--- src/rtl/wsg_pkg.sv ---
package wsg_pkg;
    typedef enum logic [0:0] {
        ST_IDLE = 1'b0,
        ST_BEAT = 1'b1
    } wsg_state_e;
endpackage

--- src/rtl/wsg_lane_mask.sv ---
// Combinational byte-lane enable for one beat.
module wsg_lane_mask #(
    parameter int BUS_BYTES = 4,
    parameter int OFF_W     = $clog2(BUS_BYTES),
    parameter int SZ_W      = 3
) (
    input  logic [OFF_W-1:0]     offset,
    input  logic [SZ_W-1:0]      size_log,
    input  logic                 first,
    output logic [BUS_BYTES-1:0] strb
);
    localparam int IW = OFF_W + 1;

    logic [IW-1:0] win_bytes;
    logic [IW-1:0] win_base;
    logic [IW-1:0] win_end;
    logic [IW-1:0] off_w;

    always_comb begin
        off_w     = {1'b0, offset};
        win_bytes = IW'(1) << size_log;
        win_base  = off_w & ~(win_bytes - IW'(1));
        win_end   = win_base + win_bytes;
    end

    for (genvar g = 0; g < BUS_BYTES; g++) begin : g_lane
        localparam logic [IW-1:0] LANE = IW'(g);
        assign strb[g] = (LANE >= win_base) && (LANE < win_end)
                       && (!first || (LANE >= off_w));
    end
endmodule

--- src/rtl/wsg_track.sv ---
// Per-burst position tracking: lane offset, remaining beats, first-beat flag.
module wsg_track #(
    parameter int OFF_W = 2,
    parameter int SZ_W  = 3,
    parameter int LEN_W = 8
) (
    input  logic             clk,
    input  logic             rst_n,
    input  logic             load,
    input  logic             step,
    input  logic [OFF_W-1:0] ld_offset,
    input  logic [SZ_W-1:0]  ld_size_log,
    input  logic [LEN_W-1:0] ld_len,
    output logic [OFF_W-1:0] offset,
    output logic [SZ_W-1:0]  size_log,
    output logic             first,
    output logic             is_final
);
    localparam int IW = OFF_W + 1;

    logic [LEN_W-1:0] remaining;
    logic [IW-1:0]    step_bytes;
    logic [IW-1:0]    next_off;

    always_comb begin
        step_bytes = IW'(1) << size_log;
        next_off   = ({1'b0, offset} & ~(step_bytes - IW'(1))) + step_bytes;
        is_final   = (remaining == '0);
    end

    always_ff @(posedge clk) begin
        if (!rst_n) begin
            offset    <= '0;
            size_log  <= '0;
            remaining <= '0;
            first     <= 1'b0;
        end else if (load) begin
            offset    <= ld_offset;
            size_log  <= ld_size_log;
            remaining <= ld_len;
            first     <= 1'b1;
        end else if (step) begin
            offset    <= next_off[OFF_W-1:0];
            remaining <= remaining - LEN_W'(1);
            first     <= 1'b0;
        end
    end
endmodule

--- src/rtl/wstrb_burst_gen.sv ---
module wstrb_burst_gen
    import wsg_pkg::*;
#(
    parameter int BUS_BYTES = 4,
    parameter int LEN_W     = 8
) (
    input  logic                         clk,
    input  logic                         rst_n,
    input  logic                         cmd_valid,
    output logic                         cmd_ready,
    input  logic [$clog2(BUS_BYTES)-1:0] cmd_addr_lo,
    input  logic [2:0]                   cmd_size,
    input  logic [LEN_W-1:0]             cmd_len,
    output logic                         beat_valid,
    input  logic                         beat_ready,
    output logic [BUS_BYTES-1:0]         beat_strb,
    output logic                         beat_last
);
    localparam int OFF_W  = $clog2(BUS_BYTES);
    localparam int SZ_W   = 3;
    localparam int MAX_SZ = OFF_W;

    wsg_state_e      state, state_nxt;
    logic            load, step, beat_fire;
    logic [SZ_W-1:0] size_clamped;
    logic [OFF_W-1:0] cur_off;
    logic [SZ_W-1:0] cur_size;
    logic            cur_first, cur_final;

    // State register
    always_ff @(posedge clk) begin
        if (!rst_n) state <= ST_IDLE;
        else        state <= state_nxt;
    end

    // Transitions
    always_comb begin
        state_nxt = state;
        unique case (state)
            ST_IDLE: if (cmd_valid)                state_nxt = ST_BEAT;
            ST_BEAT: if (beat_ready && cur_final)  state_nxt = ST_IDLE;
            default:                               state_nxt = ST_IDLE;
        endcase
    end

    // Outputs and datapath controls
    always_comb begin
        cmd_ready  = (state == ST_IDLE);
        beat_valid = (state == ST_BEAT);
        beat_fire  = beat_valid && beat_ready;
        load       = cmd_valid && cmd_ready;
        step       = beat_fire && !cur_final;
        beat_last  = beat_valid && cur_final;
        size_clamped = (cmd_size > SZ_W'(MAX_SZ)) ? SZ_W'(MAX_SZ) : cmd_size;
    end

    wsg_track #(.OFF_W(OFF_W), .SZ_W(SZ_W), .LEN_W(LEN_W)) track_i (
        .clk        (clk),
        .rst_n      (rst_n),
        .load       (load),
        .step       (step),
        .ld_offset  (cmd_addr_lo),
        .ld_size_log(size_clamped),
        .ld_len     (cmd_len),
        .offset     (cur_off),
        .size_log   (cur_size),
        .first      (cur_first),
        .is_final   (cur_final)
    );

    wsg_lane_mask #(.BUS_BYTES(BUS_BYTES), .OFF_W(OFF_W), .SZ_W(SZ_W)) mask_i (
        .offset  (cur_off),
        .size_log(cur_size),
        .first   (cur_first),
        .strb    (beat_strb)
    );


    stall_hold_chk: assert property (@(posedge clk) disable iff (!rst_n)
        (beat_valid && !beat_ready) |=> (beat_valid && $stable(beat_strb) && $stable(beat_last)));


    strb_nonzero_chk: assert property (@(posedge clk) disable iff (!rst_n)
        beat_valid |-> (beat_strb != '0));


    first_low_clear_chk: assert property (@(posedge clk) disable iff (!rst_n)
        (cmd_valid && cmd_ready) |=>
            (beat_valid && ((beat_strb & ((BUS_BYTES'(1) << $past(cmd_addr_lo)) - BUS_BYTES'(1))) == '0)));


    full_window_chk: assert property (@(posedge clk) disable iff (!rst_n)
        (beat_valid && !cur_first) |-> ($countones(beat_strb) == (32'd1 << cur_size)));


    return_idle_chk: assert property (@(posedge clk) disable iff (!rst_n)
        (beat_valid && beat_ready && beat_last) |=> (cmd_ready && !beat_valid));
endmodule

--- config.mk ---
export PLATFORM = sky130hd
export DESIGN_NAME = wstrb_burst_gen
export DESIGN_NICKNAME = d
export VERILOG_FILES = /design/src/rtl/wsg_pkg.sv /design/src/rtl/wsg_lane_mask.sv /design/src/rtl/wsg_track.sv /design/src/rtl/wstrb_burst_gen.sv
export SDC_FILE = /design/constraint.sdc
export NUM_CORES = 1
export LEC_CHECK = 0
export BUFFER_PORTS_ARGS = -buffer_cell sky130_fd_sc_hd__buf_4
export CORE_MARGIN = 2
export CORE_UTILIZATION = 46
export CTS_CLUSTER_DIAMETER = 50
export CTS_CLUSTER_SIZE = 16
export DETAILED_ROUTE_END_ITERATION = 8
export GPL_TIMING_DRIVEN = 1
export PLACE_DENSITY = 0.84
export SLEW_MARGIN = 0
export SYNTH_ARGS = -nofsm -noshare
export SYNTH_HDL_FRONTEND = slang
export SYNTH_SLANG_ARGS = --single-unit
export TNS_END_PERCENT = 50
--- constraint.sdc ---
create_clock -name clk -period 2 [get_ports clk]
set_input_delay 0.2 -clock clk [delete_from_list [all_inputs] [get_ports clk]]
set_output_delay 0.2 -clock clk [all_outputs]
set_load 0.02 [all_outputs]
==> impl_metrics.tcl <==
set metrics [dict create \
    slowest_delay_ns 0.47 \
    hold_path_class "input pin to flip-flop" \
    clockBufferDepth 2 \
    syn_area_um2 906 \
    clk_pin_slew_ns 0.09 \
    r2r-end "track_i.remaining[7]" \
    ir_drop_v 0.000388 \
    setup_ws_ns -0.259 \
    io_pins 24 \
    multiInputGateArea_um2 644 \
    synth_nets 132 \
    wl_per_cell_um 13.5 \
    maxSlewHeadroom 0.630 \
    post-route-util 0.673 \
    reg2regPathDepth 4 \
    rows 16 \
    synth_area_leader_cell "dfxtp_1" \
    p_total_uw 891 \
    drive_above_1_share 0.380 \
    rsz0062_at_grt "true" \
    antenna_left 0 \
    synth_edf_count 0 \
    port_buffers 23 \
    min_period_over_period 1.13 \
    wl_met3_um 111 \
    synth_warnings 0 \
    grt_max_degree 14 \
    synth.distinct_cells 41 \
    max-cap-violations 0 \
    worst_skew_pair.late_latency_ns 0.29 \
    synthCells 113 \
    numCtsBuffers 3 \
    grt_pass1_vias 896 \
    wl_met1_um 957 \
    required_ns 1.80 \
    period_needed_ns 2.26 \
    critPathBufInv 1 \
    dp_cells 164 \
    end_kind "primary output" \
    setup_viol 4 \
    die_x_um 48.4 \
    syn_avg_cell_area_um2 8.02 \
    p_per_area_nw_per_um2 696 \
    start_util 0.476 \
    dieHeight_um 48.4 \
    syn_to_final_growth_pct 41.3 \
    crit_family "simple AND/OR/NAND/NOR gates" \
    leakage_uw 0.000516 \
    routed.top_layer "met4" \
    fillerInstances 149 \
    dr_wl_met2_mm 1.13 \
    ys_seq_area_frac 0.331 \
    core_um2 1900 \
    grt_pass1_wl_mm 3.91 \
    crit_path_start "track_i.size_log[0]" \
    diodes 0 \
    critPathArrivalTime_ns 2.06 \
    gp_congestion 0.845 \
    layout.nets 162 \
    antenna_found_initial 0 \
    firstDrtPassIters 4 \
    critPathMaxFanout 4 \
    dp_hpwl_mm 1.74 \
    rr_startpoint "track_i.remaining[5]" \
    clock-root-buffer "clkbuf_4" \
    hold_end "track_i.size_log[0]" \
    crit_path_start_kind "flip-flop" \
    hold_start "cmd_size[0]" \
    clock-sinks 15 \
    wl_mm 2.28 \
    worstMarginPinSlew_ns 0.554 \
    violations "setup timing" \
    drc 0 \
    slowest_stage "or4b_4" \
    synth-seq-cells 15 \
    htreeDepth 1 \
    synth-main-ff-cell "dfxtp_1" \
    r2r_slack_ns 0.32 \
    track_usage 0.216 \
    synthTopCellsByArea "dfxtp_1, o21ai_0, a21oi_1" \
    crit_chain "xnor2_2 -> nor3_1 -> ha_2 -> or4b_4 -> nand4_1 -> nor2_4 -> o32ai_4 -> buf_6" \
    die_area_um2 2340 \
    path_class "flip-flop to primary output" \
    report.final.slew_viol_count 0 \
    cts_tree "yes" \
    drtIter0Drc 22 \
    clock.fmax_mhz 443 \
    holdBufCountCts 0 \
    avgViaCountPerCell 5.75 \
    async_reset_ff_frac 0 \
    finalNonFillerCells 169 \
    vias 971 \
    hold_viol 0 \
    run_status "finished with violations" \
    worst_hold_slack_ns 0.163 \
    overflow 0 \
    holdPathStages 3 \
    fin_skew_ns 0.00260 \
    yosysTopAreaCellShare 0.331 \
    regArea_um2 313 \
]
[kinds of logic (layout without fill, tap and decap cells)]
logic type | count (synthesis) | count (layout) | share of synthesized area
simple gates | 44 | 44 | 0.290
fa+ha+maj | 2 | 2 | 0.0276
buf+inv | 11 | 40 | 0.0470
mux | 2 | 2 | 0.0221
xor+xnor | 4 | 4 | 0.0387
compound gates | 35 | 35 | 0.243
flops | 15 | 15 | 0.331
[sequential cells by signal (all words and copies together) (netlist names)]
register           count
track_i.first          1
beat_valid             1
track_i.offset         2
track_i.remaining      8
track_i.size_log       3
[worst register-to-register path: cells and delay by family (launching register included)]
family / cells / cell delay, ns
AO/OA/AOI/OAI: 1 / 0.15
flip-flops: 1 / 0.36
AND/OR/NAND/NOR: 3 / 1.11
[cells in the final DEF, fill, tap and decap left out, types with 2 or more instances in the layout]
cell type	count
nor3_1	4
nand3_1	2
o21ai_0	10
or3_1	4
inv_1	5
nand2b_1	2
clkbuf_4	3
dfxtp_1	11
buf_4	28
a31oi_1	2
dfxtp_4	3
nor2_1	8
and3_1	2
buf_6	3
a21oi_1	8
nor2b_1	2
nand4_1	2
xnor2_1	3
mux2i_1	2
nand2_1	5
[synthesized netlist by cell type, types with 2 or more instances]
master,n
nor2b_1,2
nand2_1,5
clkbuf_1,5
ha_1,2
nand4_1,2
nand3_1,2
mux2i_1,2
a21oi_1,10
dfxtp_1,15
xnor2_1,4
nor3_1,5
and3_1,2
and2_1,2
inv_1,5
o21ai_0,11
nand2b_1,2
nor2_1,9
or3_1,4
a31oi_1,2
[per-stage QoR]
stage	setup TNS, ns	setup slack, ns	cell area, um2
2_1_floorplan	-0.180	-0.0636	991
3_3_place_gp	0	0.0318	1210
3_5_place_dp	-0.0189	-0.0189	1210
4_1_cts	-0.910	-0.269	1260
5_1_grt	-1.17	-0.335	1280
6_report	-0.844	-0.259	1280
[what timing repair did]
action	4_1_cts	5_1_grt
gates resized for setup	6	4
endpoints found under the setup margin	4	5
setup buffers	1	0
pin swaps	4	3
endpoints found under the hold margin	0	0
[cell type report]
class	count	share of cell area
flip-flops and latches	15	0.244
clock buffers	4	0.0205
inverters	5	0.0147
multi-input cells	87	0.503
well taps	27	0.0264
repair buffers	31	0.191
[power breakdown]
group          internal [uW]  switching [uW]  leakage [uW]
clock network           77.7             102     0.0000150
logic                    181             173      0.000374
registers                324            33.8      0.000127
total                    582             309      0.000516
[layer usage]
| metal | vias up | track usage |
|---|---|---|
| li1 | 473 | - |
| met1 | 452 | 0.246 |
| met2 | 36 | 0.366 |
| met3 | 10 | 0.0432 |
| met4 | 0 | 0.143 |
| met5 | - | 0 |
[worst max path at each step]
| stage | endpoint | cells after the start |
|---|---|---|
| after floorplan | beat_strb[2] | 8 |
| after global placement | beat_strb[0] | 8 |
| after detailed placement | beat_strb[0] | 8 |
| after CTS | beat_strb[0] | 8 |
| after global routing | beat_strb[2] | 8 |
| final | beat_strb[0] | 8 |
No activity file was read; power rests on OpenSTA's default activity.
